`src/rtl/serport_pkg.sv`:
```
// Shared constants and types for the serial port register front end.
// Assumes a 12-bit byte address and word-aligned accesses.
package serport_pkg;
    localparam logic [11:0] OFS_CTL0   = 12'h000;
    localparam logic [11:0] OFS_CTL1   = 12'h004;
    localparam logic [11:0] OFS_DATA   = 12'h008;
    localparam logic [11:0] OFS_STAT   = 12'h00C;
    localparam logic [11:0] OFS_PRESC  = 12'h010;
    localparam logic [11:0] OFS_IMASK  = 12'h014;
    localparam logic [11:0] OFS_RAW    = 12'h018;
    localparam logic [11:0] OFS_MIS    = 12'h01C;
    localparam logic [11:0] OFS_DMA    = 12'h020;
    localparam logic [6:0]  ID_PAGE    = 7'h7F;   // addr[11:5] of 0xFE0..0xFFC
    localparam logic [7:0]  ID_BASE    = 8'h50;
    localparam logic [7:0]  ID_STEP    = 8'h11;
    localparam int          C1_LOOP    = 0;
    localparam int          C1_ENABLE  = 1;

    // Status word, bit0 first: tx_empty, tx_nfull, rx_nempty, rx_full, busy
    typedef struct packed {
        logic busy;
        logic rx_full;
        logic rx_nempty;
        logic tx_nfull;
        logic tx_empty;
    } stat_t;
endpackage

```
`src/rtl/serport_fifo.sv`:
```
// Circular queue with a write head and an occupancy count. The oldest
// entry sits at (head - count) mod DEPTH. Assumes DEPTH is a power of two
// and that the caller never pushes when full or pops when empty.
module serport_fifo #(
    parameter int DW    = 16,
    parameter int DEPTH = 8,
    localparam int AW   = $clog2(DEPTH),
    localparam int CW   = $clog2(DEPTH + 1)
) (
    input  logic          clk,
    input  logic          rst_n,
    input  logic          push,
    input  logic [DW-1:0] push_data,
    input  logic          pop,
    output logic [DW-1:0] pop_data,
    output logic [CW-1:0] count
);
    logic [DW-1:0] mem [DEPTH];
    logic [AW-1:0] head;
    logic [AW-1:0] rd_idx;

    // oldest entry index
    assign rd_idx   = head - count[AW-1:0];
    assign pop_data = mem[rd_idx];

    // storage write on push
    always_ff @(posedge clk) begin
        if (push) mem[head] <= push_data;
    end

    // head pointer and occupancy
    always_ff @(posedge clk) begin
        if (!rst_n) begin
            head  <= '0;
            count <= '0;
        end else begin
            if (push) head <= head + 1'b1;
            count <= count + CW'(push) - CW'(pop);
        end
    end


    no_overflow_chk: assert property (@(posedge clk) disable iff (!rst_n)
        push |-> (count != CW'(DEPTH)));

    no_underflow_chk: assert property (@(posedge clk) disable iff (!rst_n)
        pop |-> (count != '0));
endmodule

```
`src/rtl/serport_engine.sv`:
```
// Transfer engine and flag logic. It moves one word per cycle from the
// transmit queue to the receive queue while enabled, the transmit queue is
// non-empty and the receive queue is not full. Purely combinational.
module serport_engine
    import serport_pkg::*;
#(
    parameter int DW     = 16,
    parameter int DEPTH  = 8,
    parameter int RX_THR = 4,
    parameter int TX_THR = 4,
    localparam int CW    = $clog2(DEPTH + 1)
) (
    input  logic          enable,
    input  logic          loopback,
    input  logic [CW-1:0] tx_count,
    input  logic [CW-1:0] rx_count,
    input  logic [DW-1:0] tx_word,
    input  logic [DW-1:0] ext_word,
    input  logic [DW-1:0] frame_mask,
    output logic          move,
    output logic [DW-1:0] rx_word,
    output logic          ext_strobe,
    output stat_t         stat,
    output logic [1:0]    raw_irq
);
    logic tx_has, rx_room;

    // move decision
    always_comb begin
        tx_has  = (tx_count != '0);
        rx_room = (rx_count != CW'(DEPTH));
        move    = enable && tx_has && rx_room;
    end

    // received word source
    always_comb begin
        rx_word    = loopback ? tx_word : (ext_word & frame_mask);
        ext_strobe = move && !loopback;
    end

    // status flags
    always_comb begin
        stat.tx_empty  = !tx_has;
        stat.tx_nfull  = (tx_count != CW'(DEPTH));
        stat.rx_nempty = (rx_count != '0);
        stat.rx_full   = !rx_room;
        stat.busy      = enable && tx_has;
    end

    // raw interrupt thresholds
    always_comb begin
        raw_irq[0] = (rx_count >= CW'(RX_THR));
        raw_irq[1] = (tx_count <= CW'(TX_THR));
    end
endmodule

```
`src/rtl/serport_regs.sv`:
```
// Register front end of a synchronous serial port master. It decodes
// word-aligned accesses, masks transmit data to the programmed frame size,
// and joins two queues through the transfer engine. Read data is
// combinational in the access cycle, and a data read pops at the clock edge.
module serport_regs
    import serport_pkg::*;
#(
    parameter int DW     = 16,
    parameter int DEPTH  = 8,
    parameter int RX_THR = 4,
    parameter int TX_THR = 4,
    localparam int CW    = $clog2(DEPTH + 1)
) (
    input  logic          clk,
    input  logic          rst_n,
    input  logic          bus_sel,
    input  logic          bus_wr,
    input  logic [11:0]   bus_addr,
    input  logic [DW-1:0] bus_wdata,
    output logic [DW-1:0] bus_rdata,
    output logic          irq,
    output logic [DW-1:0] link_tx_word,
    output logic          link_strobe,
    input  logic [DW-1:0] link_rx_word
);
    logic [DW-1:0] ctl0;
    logic [3:0]    ctl1;
    logic [7:0]    presc;
    logic [1:0]    imask;
    logic [DW-1:0] frame_mask;
    logic          wr_hit, rd_hit;
    logic          tx_push, rx_pop, move;
    logic [DW-1:0] tx_head_word, rx_head_word, rx_in_word;
    logic [CW-1:0] tx_count, rx_count;
    stat_t         stat;
    logic [1:0]    raw_irq;
    logic [7:0]    id_byte;

    // aligned access qualifiers
    assign wr_hit = bus_sel &&  bus_wr && (bus_addr[1:0] == 2'b00);
    assign rd_hit = bus_sel && !bus_wr && (bus_addr[1:0] == 2'b00);

    // frame mask: bits 0..N set
    always_comb begin
        for (int i = 0; i < DW; i++)
            frame_mask[i] = (i <= int'(ctl0[3:0]));
    end

    // queue push/pop qualification
    assign tx_push = wr_hit && (bus_addr == OFS_DATA) && (tx_count != CW'(DEPTH));
    assign rx_pop  = rd_hit && (bus_addr == OFS_DATA) && (rx_count != '0);

    // control, prescale and mask registers
    always_ff @(posedge clk) begin
        if (!rst_n) begin
            ctl0  <= '0;
            ctl1  <= '0;
            presc <= '0;
            imask <= '0;
        end else if (wr_hit) begin
            case (bus_addr)
                OFS_CTL0:  ctl0  <= bus_wdata;
                OFS_CTL1:  ctl1  <= bus_wdata[3:0];
                OFS_PRESC: presc <= bus_wdata[7:0];
                OFS_IMASK: imask <= bus_wdata[1:0];
                default:   ;
            endcase
        end
    end

    serport_fifo #(.DW(DW), .DEPTH(DEPTH)) u_txq (
        .clk(clk), .rst_n(rst_n),
        .push(tx_push), .push_data(bus_wdata & frame_mask),
        .pop(move), .pop_data(tx_head_word), .count(tx_count)
    );

    serport_fifo #(.DW(DW), .DEPTH(DEPTH)) u_rxq (
        .clk(clk), .rst_n(rst_n),
        .push(move), .push_data(rx_in_word),
        .pop(rx_pop), .pop_data(rx_head_word), .count(rx_count)
    );

    serport_engine #(.DW(DW), .DEPTH(DEPTH), .RX_THR(RX_THR), .TX_THR(TX_THR)) u_eng (
        .enable(ctl1[C1_ENABLE]), .loopback(ctl1[C1_LOOP]),
        .tx_count(tx_count), .rx_count(rx_count),
        .tx_word(tx_head_word), .ext_word(link_rx_word), .frame_mask(frame_mask),
        .move(move), .rx_word(rx_in_word), .ext_strobe(link_strobe),
        .stat(stat), .raw_irq(raw_irq)
    );

    assign link_tx_word = tx_head_word;
    assign irq          = |(imask & raw_irq);

    // identification byte for the window slot
    assign id_byte = 8'(ID_BASE + ID_STEP * {5'b0, bus_addr[4:2]});

    // read data multiplexer
    always_comb begin
        bus_rdata = '0;
        if (rd_hit) begin
            if (bus_addr[11:5] == ID_PAGE) begin
                bus_rdata = DW'(id_byte);
            end else begin
                case (bus_addr)
                    OFS_CTL0:  bus_rdata = ctl0;
                    OFS_CTL1:  bus_rdata = DW'(ctl1);
                    OFS_DATA:  bus_rdata = (rx_count != '0) ? rx_head_word : '0;
                    OFS_STAT:  bus_rdata = DW'(stat);
                    OFS_PRESC: bus_rdata = DW'(presc);
                    OFS_IMASK: bus_rdata = DW'(imask);
                    OFS_RAW:   bus_rdata = DW'(raw_irq);
                    OFS_MIS:   bus_rdata = DW'(imask & raw_irq);
                    default:   bus_rdata = '0;
                endcase
            end
        end
    end


    empty_read_zero_chk: assert property (@(posedge clk) disable iff (!rst_n)
        (rd_hit && bus_addr == OFS_DATA && rx_count == '0) |-> (bus_rdata == '0));

    presc_low_byte_chk: assert property (@(posedge clk) disable iff (!rst_n)
        (wr_hit && bus_addr == OFS_PRESC) |=> (presc == $past(bus_wdata[7:0])));

    move_needs_enable_chk: assert property (@(posedge clk) disable iff (!rst_n)
        (rx_count > $past(rx_count)) |-> $past(ctl1[C1_ENABLE]));

    one_move_per_cycle_chk: assert property (@(posedge clk) disable iff (!rst_n)
        (rx_count <= $past(rx_count) + 1'b1));
endmodule

```
`config.mk`:
```
export PLATFORM = sky130hd
export DESIGN_NAME = serport_regs
export DESIGN_NICKNAME = d
export VERILOG_FILES = /design/src/rtl/serport_pkg.sv /design/src/rtl/serport_fifo.sv /design/src/rtl/serport_engine.sv /design/src/rtl/serport_regs.sv
export SDC_FILE = /design/constraint.sdc
export NUM_CORES = 1
export LEC_CHECK = 0
export CORE_UTILIZATION = 54
export CTS_BUF_LIST = sky130_fd_sc_hd__clkbuf_2 sky130_fd_sc_hd__clkbuf_4 sky130_fd_sc_hd__clkbuf_8
export CTS_CLUSTER_SIZE = 40
export DETAILED_ROUTE_END_ITERATION = 10
export DONT_BUFFER_PORTS = 1
export PLACE_DENSITY = 0.7
export SYNTH_ARGS = -nofsm -noshare
export SYNTH_HDL_FRONTEND = slang
export SYNTH_SLANG_ARGS = --single-unit
```
`constraint.sdc`:
```
create_clock -name clk -period 9.2 [get_ports clk]
set_clock_uncertainty 0.1 [all_clocks]
set_input_delay 0.46 -clock clk [delete_from_list [all_inputs] [get_ports clk]]
set_output_delay 0.46 -clock clk [all_outputs]
set_load 0.1 [all_outputs]
```
# [Yosys cells after proc, flatten, opt, wreduce, memory -nomap -nowiden]
# Memory sizes are Yosys's and may differ from the RTL's.
# Cells that the tools add are included.
[op_classes] reduce_logical=24 n_mux=9 multipliers=1 n_eq_ne=10 add_sub_neg=9 magnitude_cmp=17 bitwise=4
[op_table] operator="one-hot mux 16 bit (8 select lines)" count=1
[op_table] operator="two-way mux 16 bit" count=4
[op_table] operator="equality test 12 x 5 -> 1 bit, second input constant" count=4
[op_table] operator="bitwise AND 16 bit" count=2
[op_table] operator="less-or-equal comparator 4 bit, first input constant" count=8
[op_table] operator="equality test 12 x 4 -> 1 bit, second input constant" count=2
[op_table] operator="less-or-equal comparator 3 x 4 -> 1 bit, first input constant" count=4
[op_table] operator="equality test 12 x 3 -> 1 bit, second input constant" count=1
[op_table] operator="logical NOT 12 bit" count=1
[op_table] operator="logical AND 1 bit" count=11
[op_table] operator="adder 4 x 1 -> 4 bit" count=2
[op_table] operator="adder 7 x 8 -> 8 bit, first input constant" count=1
[op_table] operator="less-or-equal comparator 2 x 4 -> 1 bit, first input constant" count=2
[op_table] operator="multiplier 5 x 3 -> 8 bit, first input constant" count=1
[op_table] operator="!= test 4 bit, second input constant" count=2
[op_table] operator="AND reduction 2 bit" count=4
[op_table] operator="nonzero test 4 bit" count=2
[op_table] operator="subtractor 4 x 1 -> 4 bit" count=2
[op_table] operator="equality test 7 bit, second input constant" count=1
[op_table] operator="adder 3 x 1 -> 3 bit, second input constant" count=2
[op_table] operator="subtractor 3 bit" count=2
[op_table] operator="bitwise AND 2 bit" count=2
[op_table] operator="greater-or-equal comparator 4 x 3 -> 1 bit, second input constant" count=1
[op_table] operator="less-or-equal comparator 1 x 4 -> 1 bit, first input constant" count=1
[op_table] operator="5 further kinds" count=11
[totals] input_bits=48 ram_bits=256 n_memories=2 regBits=44 word_cells=84
[mem_list] memory="u_rxq.mem" words=8 word_bits=16 rd=1 rd_ports_with_merged_regs=0 wr=1 line="serport_fifo.sv:18" text="logic [DW-1:0] mem [DEPTH];"
[mem_list] memory="u_txq.mem" words=8 word_bits=16 rd=1 rd_ports_with_merged_regs=0 wr=1 line="serport_fifo.sv:18"

# [Depth between registers and ports, before layout]
# Gate-level depths: netlist of run 1.
[logic_depth] depth_word=6 depth_mapped=14

# [Hierarchy]
# From an unflattened synthesis of run 1, not the netlist that was laid out.
[hier_totals] cells_unflattened=805 area_unflattened_um2=13025.0
[by_module_without_submodules] module="serport_fifo" instances=2 cells_each=239 area_each_um2=5321.4
[by_module_without_submodules] module="serport_regs" instances=1 cells_each=264 area_each_um2=2084.5
[by_module_without_submodules] module="serport_engine" instances=1 cells_each=63 area_each_um2=297.8

# [Worst setup path before layout of run 1]
# OpenSTA, ideal clock, no wires.
[synth_timing] path_type="reg-to-output" from="register u_rxq.head[0]" to="output port bus_rdata[7]" path_stages_with_launch=10 t_arrival_ns=4.234 required_ns=8.640 setup_slack_ns=4.406 cell_sequence="dfxtp_1 inv_1 ha_1 inv_1 fa_1 clkbuf_1 mux4_2 mux2_2 nand3_1 a221oi_1"
[synth_via] elab_chain_len=6
[synth_rtl] element="start, declared" line="serport_fifo.sv:19" text="logic [AW-1:0] head;"
[synth_rtl] element="start signal, assigned" line="serport_fifo.sv:37" text="if (push) head <= head + 1'b1;"
[synth_rtl] element="subtractor 3 bit" line="serport_fifo.sv:23" text="assign rd_idx = head - count[AW-1:0];"
[synth_rtl] element="memory (8 x 16 bit)"
[synth_rtl] element="two-way mux 16 bit" line="serport_regs.sv:107" text="OFS_DATA: bus_rdata = (rx_count != '0) ? rx_head_word : '0;"
[synth_rtl] element="one-hot mux 16 bit (8 select lines)" line="serport_regs.sv:104" text="case (bus_addr)"
[synth_rtl] element="two-way mux 16 bit" line="serport_regs.sv:101" text="if (bus_addr[11:5] == ID_PAGE) begin"
[synth_rtl] element="two-way mux 16 bit" line="serport_regs.sv:100" text="if (rd_hit) begin"
[synth_rtl] element="end, declared" line="serport_regs.sv:20" text="output logic [DW-1:0] bus_rdata,"
# Every way passes these cells.

# [Worst setup path in the final report of run 1]
[layout_timing] from="register u_txq.head[0]" to="output port link_tx_word[1]"
[layout_via] elab_chain_len=2
[layout_rtl] element="start, declared" line="serport_fifo.sv:19"
[layout_rtl] element="start signal, assigned" line="serport_fifo.sv:37"
[layout_rtl] element="subtractor 3 bit" line="serport_fifo.sv:23"
[layout_rtl] element="memory (8 x 16 bit)"
[layout_rtl] element="end, declared" line="serport_regs.sv:22" text="output logic [DW-1:0] link_tx_word,"
# Every way passes these cells.

==> impl_metrics.env, run 1 <==
export IMPL_outcome="complete, no violations"
export IMPL_worstRegToRegCells=9
export IMPL_synth_fa_ha_area_share_pct=2.760
export IMPL_leakage_nw=5.202
export IMPL_row_count=57
export IMPL_finalSetupTns_ns=0
export IMPL_drt_initial_drc_count=883
export IMPL_synthesis_nets=970
export IMPL_gp_congestion=0.8892
export IMPL_ios=82
export IMPL_finalSetupViolCount=0
export IMPL_grt_pass1_vias=8215
export IMPL_hpwl_um=20830
export IMPL_synth_seq_area_share_pct=64.28
export IMPL_drv_slew=0
export IMPL_synth_compound_area_share_pct=8.185
export IMPL_ant_nets=0
export IMPL_cpMostUsedCell="inv_1"
export IMPL_clock_latency_ns=0.58
export IMPL_avgViaCountPerCell=6.395
export IMPL_vias=8345
export IMPL_hold_depth=3
export IMPL_dr_pass1_iters=5
export IMPL_critPathLaunchType="flip-flop"
export IMPL_slowest_stage="a22o_1"
export IMPL_rsz0062_at_grt="false"
export IMPL_syn_avg_cell_area_um2=14.89
export IMPL_min_period_ns=4.600
export IMPL_worstHoldEndpoint="u_txq.head[1]"
export IMPL_grt_ovfl_total=0
export IMPL_cp_required_ns=8.64
export IMPL_die_x_um=159.1
export IMPL_path_max_fanout=19
export IMPL_synth_edff_count=256
export IMPL_grt_pass1_wl_um=49270
export IMPL_synth_seq_cells=300
export IMPL_grt_antenna_before_repair=1
export IMPL_rr_startpoint="u_txq.head[0]"
export IMPL_clk_pin_slew_worst_paths_ns=0.06
export IMPL_finalHoldViolCount=0
export IMPL_synth_mux_area_share_pct=13.68
export IMPL_cts_tree="built"
export IMPL_critPathBufInv=3
export IMPL_end_kind="output port"
export IMPL_cts_sinks=300
export IMPL_post_route_period_util_pct=50.00
export IMPL_hp_class="primary input to flip-flop"
export IMPL_crit_chain="inv_1 > ha_1 > inv_1 > fa_1 > clkinv_1 > a21oi_1 > a22o_1"
export IMPL_synth_xor_area_share_pct=0.6758
export IMPL_relSlewSlack_pct=22.24
export IMPL_layout_common_cells="edfxtp_1 (256), a21oi_1 (55), clkbuf_8 (49)"
export IMPL_fillers=1854
export IMPL_yosys_most_used_dff="edfxtp_1"
export IMPL_die_h_um=159.1
export IMPL_root_buffer="clkbuf_8"
export IMPL_initial_core_util_pct=54.97
export IMPL_grt_total_usage_pct=26.23
export IMPL_drv_cap=0
export IMPL_ff2ff_setup_slack_ns=5.28
export IMPL_synthesis_area_mm2=0.01333
export IMPL_wirelength_um=32780
export IMPL_synth_top_area_share_pct=57.67
export IMPL_cts_resized=0
export IMPL_finalNonFillerCells=1305
export IMPL_path_class="flip-flop to output port"
export IMPL_vdd_ir_drop_max_mv=0.1428
export IMPL_cts_made_buffers=47
export IMPL_reg2reg_to="u_rxq.mem[2][0]"
export IMPL_drive_gt1_share_pct=24.31
export IMPL_synth_top_area_cell="edfxtp_1"
export IMPL_syn_inst=895
export IMPL_finalNetCount=1018
export IMPL_grt_max_degree=50
export IMPL_cts_max_level=2
export IMPL_max_stage_delay_ns=0.85
export IMPL_power_density_mw_per_mm2=172.7
export IMPL_core_area_mm2=0.02425
export IMPL_post_cts_buffers=0
export IMPL_wl_per_cell_um=25.11
export IMPL_max_freq_mhz=217.4
export IMPL_hp_start="bus_addr[4]"
export IMPL_portBuffers=0
export IMPL_area_growth_syn_to_layout_pct=12.84
export IMPL_yosys_area_share_simple_pct=7.837
export IMPL_dp_cells=1201
export IMPL_synth_cell_type_count=69
export IMPL_layout_commonest_cell="edfxtp_1"
export IMPL_postSynth_asyncResetShare_pct=0
export IMPL_critPathTopFamily="compound AO/OA/AOI/OAI gates"
export IMPL_die_area_mm2=0.02532
export IMPL_ys_warn_count=0
export IMPL_tightest_slew_ns=1.165
export IMPL_synth_top_family_by_area="multiplexers"
export IMPL_clockBufferDepth=3
export IMPL_crit_arrival_ns=4.04
export IMPL_synth_area_leaders="edfxtp_1 (58%), mux4_2 (7.8%), dfxtp_1 (6.6%), mux2i_1 (3.0%), mux2_2 (2.7%)"
export IMPL_drc=0
repair_timing:
| item | in CTS | in global routing |
|---|---|---|
| hold buffers | 17 | 0 |
| endpoints found under the setup margin | 0 | 0 |
| endpoints found under the hold margin | 42 | 0 |
synthesized netlist by cell type, drive strengths merged (3+ instances only):
cell type / count
dfxtp: 44
nor4b: 3
nand3: 44
nor3: 7
mux2: 32
nor4: 7
or2: 4
fa: 4
xnor2: 4
a21o: 10
nand2: 34
a31oi: 5
ha: 23
edfxtp: 256
and3: 12
and2: 9
nor2b: 9
nor3b: 5
o211ai: 5
or3: 3
mux4: 47
inv: 30
o22ai: 4
nor2: 27
clkbuf: 30
a32oi: 8
o221ai: 7
or3b: 5
o21a: 3
a22oi: 3
nand4: 14
a22o: 12
buf: 21
o21ai: 35
o32a: 4
mux2i: 40
a21oi: 57
cells by family (layout without fill, tap and decap cells):
group           Yosys count  count (layout)
compound gates          169             169
xor+xnor                  7               7
fa+ha+maj                27              27
buf+inv                  82             166
flops                   300             300
mux                     119             119
other cells               0               2
simple gates            191             191
metrics by stage:
| stage | cell area, µm² | utilization (%) | total power [mW] | setup slack, ns | hold WS, ns |
|---|---|---|---|---|---|
| floorplan | 13330 | - | 1.498 | 4.406 | 0.3441 |
| global placement | 13920 | 57.40 | 1.503 | 5.210 | 0.3538 |
| detailed placement | 13920 | 57.40 | 1.503 | 5.160 | 0.3606 |
| CTS | 15040 | 62.01 | 2.615 | 4.624 | 0.04410 |
| global route | 15040 | 62.01 | 2.674 | 4.420 | 0.07013 |
| finish | 15040 | 62.03 | 2.598 | 4.600 | 0.07981 |
worst min-delay path: stages:
cell and delay [ns]:
nor4_4 0.07, nand3_1 0.09, a21oi_1 0.06
registers in the layout, indices dropped and copies added, names as in the netlist:
signal	count
ctl0	16
ctl1	4
imask	2
presc	8
u_rxq.count	4
u_rxq.head	3
u_rxq.mem	128
u_txq.count	4
u_txq.head	3
u_txq.mem	128
report_power, final:
group          total [mW]  switching [mW]  internal [mW]
Combinational      0.0293          0.0187         0.0106
Sequential           1.46      0.00000295           1.46
Clock                1.11           0.507          0.606
Total                2.60           0.526           2.07
final cells by class:
type / instances / area, µm² / share of cell area [%]
well taps: 324 / 405.4 / 2.695
inverters: 31 / 116.4 / 0.7736
repair buffers: 50 / 417.9 / 2.778
clock inverters: 17 / 130.1 / 0.8651
clock buffers: 68 / 817.0 / 5.432
multi-input cells: 513 / 4582 / 30.46
diodes: 2 / 5.005 / 0.03327
flip-flops and latches: 300 / 8568 / 56.96
worst max-delay path by stage:
stage	startpoint	to	slack (ns)	depth (start not counted)
6_report	u_txq.head[0]	link_tx_word[1]	4.60	7
2_1_floorplan	u_rxq.head[0]	bus_rdata[7]	4.41	9
4_1_cts	u_txq.head[0]	link_tx_word[1]	4.62	7
3_3_place_gp	bus_addr[8]	bus_rdata[7]	5.21	4
3_5_place_dp	bus_addr[8]	bus_rdata[7]	5.16	4
5_1_grt	u_txq.head[0]	link_tx_word[14]	4.42	7
per-layer routing:
metal	track usage [%]	up-vias	wire length, µm
met3	5.548	82	2835
met4	11.06	0	1046
met1	35.08	4213	13280
li1	-	3652	-
met2	41.99	398	15610
met5	0	-	0
(Power assumes the default switching activity.)
==> inputs of run 2 (changes only) <==
==> constraint.sdc (replaced) <==
create_clock -name clk -period 4.7 [get_ports clk]
set_clock_uncertainty 0.1 [all_clocks]
set_input_delay 0.235 -clock clk [delete_from_list [all_inputs] [get_ports clk]]
set_output_delay 0.235 -clock clk [all_outputs]
set_load 0.1 [all_outputs]
==> run 2 against run 1 <==
  * Power up 100%
  * Non-clock buffer count grew 22
  * Combinational power grew 110%
  * Count of clock-buffer cells in the layout fell by 2
  * Die area unchanged
  * First-iteration DRC count decreased by 15%
  * Sequential power increased by 95%
  * Clock power increased by 110%
  * Final cell count rose by 1.8%
  * Core utilization is 0.94 points higher
  * Largest cell class unchanged
==> impl_metrics.env, run 2 (synthesis gave the netlist of run 1 again) <==
export IMPL_initial_core_util_pct=54.97
export IMPL_portBuffers=0
export IMPL_wirelength_um=33220
export IMPL_p_int_mw=4.190
export IMPL_clockBufferDepth=3
export IMPL_clock_latency_ns=0.56
export IMPL_area_growth_syn_to_layout_pct=14.55
export IMPL_gp_congestion=0.8732
export IMPL_tightest_slew_ns=1.247
export IMPL_hp_start="rst_n"
export IMPL_drc=0
export IMPL_finalSetupTns_ns=0
export IMPL_ctsHoldBuffers=18
export IMPL_path_max_fanout=19
export IMPL_clk_pin_slew_worst_paths_ns=0.06
export IMPL_finalHoldViolCount=0
export IMPL_cts_tree="built"
export IMPL_dr_pass1_iters=5
export IMPL_seqCellArea_mm2=0.008568
export IMPL_rr_startpoint="u_txq.head[0]"
export IMPL_leakage_nw=5.010
export IMPL_rsz0062_at_grt="false"
export IMPL_fillers=1776
export IMPL_p_switching_mw=1.014
export IMPL_multi_input_area_mm2=0.004582
export IMPL_grt_total_usage_pct=26.76
export IMPL_avgViaCountPerCell=6.278
export IMPL_hold_depth=3
export IMPL_max_freq_mhz=251.0
export IMPL_finalSetupViolCount=0
export IMPL_cts_resized=0
export IMPL_critPathLaunchType="flip-flop"
export IMPL_end_kind="output port"
export IMPL_cts_sinks=300
export IMPL_core_area_mm2=0.02425
export IMPL_cp_required_ns=4.37
export IMPL_p_seq_share_pct=54.7
export IMPL_crit_arrival_ns=3.65
export IMPL_layout_commonest_cell="edfxtp_1"
export IMPL_min_period_ns=3.985
export IMPL_cts_made_buffers=47
export IMPL_pre_cts_slack_ns=1.036
export IMPL_drv_cap=0
export IMPL_relSlewSlack_pct=16.38
export IMPL_grt_antenna_before_repair=6
export IMPL_grt_pass1_wl_um=50670
export IMPL_cts_max_level=2
export IMPL_hp_class="primary input to flip-flop"
export IMPL_comb_power_share_pct=1.2
export IMPL_vias=8344
export IMPL_layout_common_cells="edfxtp_1 (256), a21oi_1 (55), buf_4 (53)"
export IMPL_largest_registers="u_rxq.mem x128, u_txq.mem x128, ctl0 x16"
export IMPL_setup_slack_ns=0.7155
export IMPL_vdd_ir_drop_max_mv=0.2999
export IMPL_wl_per_cell_um=25.00
export IMPL_outcome="complete, no violations"
export IMPL_root_buffer="clkbuf_8"
export IMPL_worstRegToRegCells=5
export IMPL_p_sw_share_pct=19.48
export IMPL_die_h_um=159.1
export IMPL_die_x_um=159.1
export IMPL_fin_total_pwr_mw=5.203
export IMPL_drv_slew=0
export IMPL_ios=82
export IMPL_drt_initial_drc_count=753
export IMPL_grt_ovfl_total=0
export IMPL_row_count=57
export IMPL_hpwl_um=22100
export IMPL_power_density_mw_per_mm2=340.8
export IMPL_worstHoldEndpoint="u_rxq.count[3]"
export IMPL_drive_gt1_share_pct=25.48
export IMPL_finalNetCount=1040
export IMPL_post_route_period_util_pct=84.78
export IMPL_hold_worst_slack_ns=0.02576
export IMPL_die_area_mm2=0.02532
export IMPL_reg2reg_to="u_rxq.mem[2][0]"
export IMPL_fin_util_pct=62.97
export IMPL_grt_pass1_vias=8489
export IMPL_grt_max_degree=41
export IMPL_ant_nets=0
export IMPL_ff2ff_setup_slack_ns=0.96
export IMPL_post_cts_buffers=0
export IMPL_path_class="flip-flop to output port"
export IMPL_clockPowerShare_pct=44.1
run 2: cell count changes in the layout (fill, tap and decap cells not counted), sizes merged:
cell	change
buf	+21
clkinv	-6
diode	+6
bufinv	+3
clkbuf	-2
clkinvlp	+1
dlygate4sd3	+1
run 2: cell type report:
| type | instances | area share [%] |
|---|---|---|
| Antenna cell | 8 | 0.1311 |
| Clock buffer | 66 | 5.252 |
| Clock inverter | 15 | 1.164 |
| Inverter | 31 | 0.7621 |
| Multi-Input combinational cell | 513 | 30.01 |
| Sequential cell | 300 | 56.11 |
| Tap cell | 324 | 2.655 |
| Timing Repair Buffer | 72 | 3.917 |
run 2: how the worst max path moves through the flow:
stage	from	endpoint	slack [ns]	cells past startpoint
2_1_floorplan	u_rxq.head[0]	bus_rdata[7]	0.13	9
3_3_place_gp	u_txq.head[0]	u_rxq.mem[1][3]	1.09	9
3_5_place_dp	u_txq.head[0]	u_rxq.mem[0][3]	1.04	9
4_1_cts	u_txq.head[0]	link_tx_word[6]	0.75	10
5_1_grt	u_txq.head[0]	link_tx_word[14]	0.53	8
6_report	u_txq.head[0]	link_tx_word[1]	0.72	8
run 2: through the flow:
| step | area, µm² | instances |
|---|---|---|
| 6_report | 15270 | 1329 |
| 5_1_grt | 15250 | 1323 |
| 4_1_cts | 15250 | 1321 |
| 3_5_place_dp | 14090 | 1222 |
| 3_3_place_gp | 14090 | 1222 |
| 2_1_floorplan | 13330 | 895 |
run 2: metal layers:
layer | up-vias | track usage [%] | routed length, µm
met3 | 88 | 6.278 | 3089
met2 | 416 | 43.90 | 15870
met5 | - | 0 | 0
li1 | 3695 | - | -
met4 | 0 | 9.528 | 1030
met1 | 4145 | 35.14 | 13230
run 2: critical path, cell delays in order, from the launching register on:
cell      delay (ns)
dfxtp_1         0.41
inv_1           0.18
ha_1            0.17
inv_1           0.05
fa_1            0.88
clkinv_1        0.62
a21oi_1         0.28
a22o_1          0.20
buf_4           0.30
run 2: power groups by stage:
stage	sequential, mW	clock [mW]	combinational, mW
2_1_floorplan	2.90	0	0.0287
3_3_place_gp	2.90	0	0.0387
3_5_place_dp	2.90	0	0.0385
4_1_cts	2.85	2.32	0.0606
5_1_grt	2.85	2.44	0.0650
6_report	2.85	2.29	0.0624
==> inputs of run 3 (changes only) <==
--- a/config.mk
+++ b/config.mk
@@ -5,12 +5,13 @@
 export SDC_FILE = /design/constraint.sdc
 export NUM_CORES = 1
 export LEC_CHECK = 0
+export ABC_AREA = 1
 export CORE_UTILIZATION = 54
 export CTS_BUF_LIST = sky130_fd_sc_hd__clkbuf_2 sky130_fd_sc_hd__clkbuf_4 sky130_fd_sc_hd__clkbuf_8
 export CTS_CLUSTER_SIZE = 40
 export DETAILED_ROUTE_END_ITERATION = 10
 export DONT_BUFFER_PORTS = 1
-export PLACE_DENSITY = 0.7
+export PLACE_DENSITY = 0.73
 export SYNTH_ARGS = -nofsm -noshare
 export SYNTH_HDL_FRONTEND = slang
 export SYNTH_SLANG_ARGS = --single-unit
==> constraint.sdc (replaced) <==
create_clock -name clk -period 3.26 [get_ports clk]
set_clock_uncertainty 0.1 [all_clocks]
set_input_delay 0.163 -clock clk [delete_from_list [all_inputs] [get_ports clk]]
set_output_delay 0.163 -clock clk [all_outputs]
set_load 0.1 [all_outputs]
==> run 3 against run 2 <==
  * Die area rose by 1.9%
  * First-iteration DRC count rose by 43%
  * Register-to-register slack got worse by 0.74 ns
  * Sequential share of layout area fell by 4.1 points
  * Hold slack improved by 0.021 ns
  * Count of clock-buffer cells in the layout fell by 12
  * Sequential power rose by 44%
  * Combinational power rose by 70%
  * Core utilization rose by 4.2 points
  * Flip-flop and latch count did not move
  * Final cell count rose by 32%
  * Routed wire length rose by 9.0%
  * Critical path type unchanged
  * Highest routed layer is now met5
==> impl_metrics.env, run 3 <==
export IMPL_outcome="complete, no violations"
export IMPL_power_density_mw_per_mm2=461.6
export IMPL_grt_ovfl_total=0
export IMPL_critPathLaunchType="flip-flop"
export IMPL_synth_cell_type_count=45
export IMPL_avgViaCountPerCell=5.838
export IMPL_cts_tree="built"
export IMPL_ant_nets=0
export IMPL_synth_seq_cells=300
export IMPL_ff2ff_setup_slack_ns=0.22
export IMPL_cts_made_buffers=45
export IMPL_syn_avg_cell_area_um2=10.59
export IMPL_path_max_fanout=32
export IMPL_root_buffer="clkbuf_8"
export IMPL_portBuffers=0
export IMPL_fin_total_pwr_mw=7.609
export IMPL_initial_core_util_pct=55.39
export IMPL_synth_fa_ha_area_share_pct=2.707
export IMPL_largest_registers="u_rxq.mem x128, u_txq.mem x128, ctl0 x16"
export IMPL_finalNetCount=1465
export IMPL_gp_congestion=0.9466
export IMPL_drc=0
export IMPL_post_route_period_util_pct=98.62
export IMPL_synth_compound_area_share_pct=11.63
export IMPL_setup_slack_ns=0.04506
export IMPL_yosysMostFrequentCell="edfxtp_1"
export IMPL_synth_seq_area_share_pct=63.05
export IMPL_syn_inst=1283
export IMPL_vias=10211
export IMPL_yosys_most_used_dff="edfxtp_1"
export IMPL_relSlewSlack_pct=28.77
export IMPL_finalHoldViolCount=0
export IMPL_hp_class="primary input to flip-flop"
export IMPL_end_kind="output port"
export IMPL_layout_common_cells="edfxtp_1 (256), nand2_1 (224), nor2_1 (155)"
export IMPL_dr_pass1_iters=6
export IMPL_crit_arrival_ns=2.95
export IMPL_area_growth_syn_to_layout_pct=21.29
export IMPL_synth_top_area_cell="edfxtp_1"
export IMPL_synthesis_nets=1358
export IMPL_row_count=57
export IMPL_drive_gt1_share_pct=19.33
export IMPL_vdd_ir_drop_max_mv=0.5323
export IMPL_min_period_ns=3.215
export IMPL_clock_latency_ns=0.57
export IMPL_leakage_nw=6.120
export IMPL_grt_total_usage_pct=28.02
export IMPL_drt_initial_drc_count=1075
export IMPL_postSynth_asyncResetShare_pct=0
export IMPL_yosys_area_share_simple_pct=16.12
export IMPL_synth_mux_area_share_pct=0.4419
export IMPL_ys_warn_count=0
export IMPL_drv_cap=0
export IMPL_core_area_mm2=0.02453
export IMPL_synth_commonest_cells="edfxtp_1 (256), nand2_1 (230), nor2_1 (158)"
export IMPL_synthesis_area_mm2=0.01359
export IMPL_drv_slew=0
export IMPL_die_x_um=160.6
export IMPL_finalSetupViolCount=0
export IMPL_synth_top_family_by_area="simple AND/OR/NAND/NOR gates"
export IMPL_fillers=1725
export IMPL_ios=82
export IMPL_cts_sinks=300
export IMPL_synth_top_area_share_pct=56.57
export IMPL_die_h_um=160.6
export IMPL_finalSetupTns_ns=0
export IMPL_synth_edff_count=256
export IMPL_path_class="flip-flop to output port"
export IMPL_grt_antenna_before_repair=3
export IMPL_cts_max_level=2
export IMPL_synth_xor_area_share_pct=0.5340
export IMPL_die_area_mm2=0.02580
export IMPL_max_freq_mhz=311.0
export IMPL_cp_required_ns=3.00
export IMPL_wirelength_um=36220
export IMPL_clockBufferDepth=3
export IMPL_pre_cts_slack_ns=0.2461
export IMPL_wl_per_cell_um=20.71
export IMPL_layout_commonest_cell="edfxtp_1"
export IMPL_grt_pass1_vias=9734
export IMPL_clk_pin_slew_worst_paths_ns=0.06
export IMPL_tightest_slew_ns=1.066
export IMPL_rsz0062_at_grt="true"
export IMPL_grt_pass1_wl_um=54670
export IMPL_hpwl_um=22490
export IMPL_synth_area_leaders="edfxtp_1 (57%), dfxtp_1 (6.5%), nand2_1 (6.4%), nor2_1 (4.4%), o21ai_0 (3.4%)"
export IMPL_grt_max_degree=58
[run 3: worst max-delay path: stages, from the launching register on]
cell,delay [ns]
dfxtp_2,0.33
inv_2,0.09
ha_4,0.13
inv_2,0.03
fa_2,0.60
buf_12,0.22
a21oi_1,0.06
a22o_1,0.19
nand2_1,0.05
nand3_1,0.17
a21oi_2,0.28
buf_12,0.21
[run 3: kinds of logic after synthesis]
group / count (synthesis)
simple gates: 513
fa+ha+maj: 27
buf+inv: 171
compound gates: 262
mux: 6
xor+xnor: 4
flops: 300
[run 3: final timing paths]
kind	from	end	cells after the start
max	u_rxq.head[0]	bus_rdata[11]	11
min	link_rx_word[12]	u_rxq.mem[1][12]	2
max reg2reg	u_txq.count[2]	u_txq.count[3]	13
min reg2reg	ctl1[3]	ctl1[3]	2
[run 3: layout make-up]
cell class	instances	area (µm²)	area share [%]
sequential	300	8571	52.00
multi-input combinational	812	4584	27.81
timing repair buffer	121	1495	9.072
clock buffer	54	686.9	4.168
inverter	110	424.2	2.573
tap	324	405.4	2.460
clock inverter	26	310.3	1.883
antenna	2	5.005	0.03037
[run 3: per-layer routing]
| metal | global-route usage (%) | vias up | part of all wire, % |
|---|---|---|---|
| li1 | - | 4668 | - |
| met4 | 12.21 | 2 | 3.4 |
| met1 | 36.59 | 4878 | 39 |
| met5 | 0 | - | 0.028 |
| met2 | 45.02 | 557 | 47 |
| met3 | 6.405 | 106 | 10 |
[run 3: power breakdown]
group	internal, mW	switching (mW)	total, mW
Sequential	4.11	0.0000110	4.11
Combinational	0.0418	0.0646	0.106
Clock	1.96	1.43	3.40
[run 3: timing repair]
item	in CTS	in global routing
gates resized for setup	10	83
hold endpoints to repair	272	0
pin swaps	3	30
cloned	0	3
buffers inserted	3	5
hold buffers	40	0
endpoints found under the setup margin	31	33
[run 3: stage by stage]
stage               utilization [%]  hold WS [ns]  instance area [µm²]  std cells
floorplan                         -        0.1619                13640       1283
global placement              59.39        0.1603                14570       1616
detailed placement            59.39        0.1635                14570       1616
CTS                           65.40       0.01028                16050       1739
global route                  67.17       0.04857                16480       1748
finish                        67.18       0.04715                16480       1749
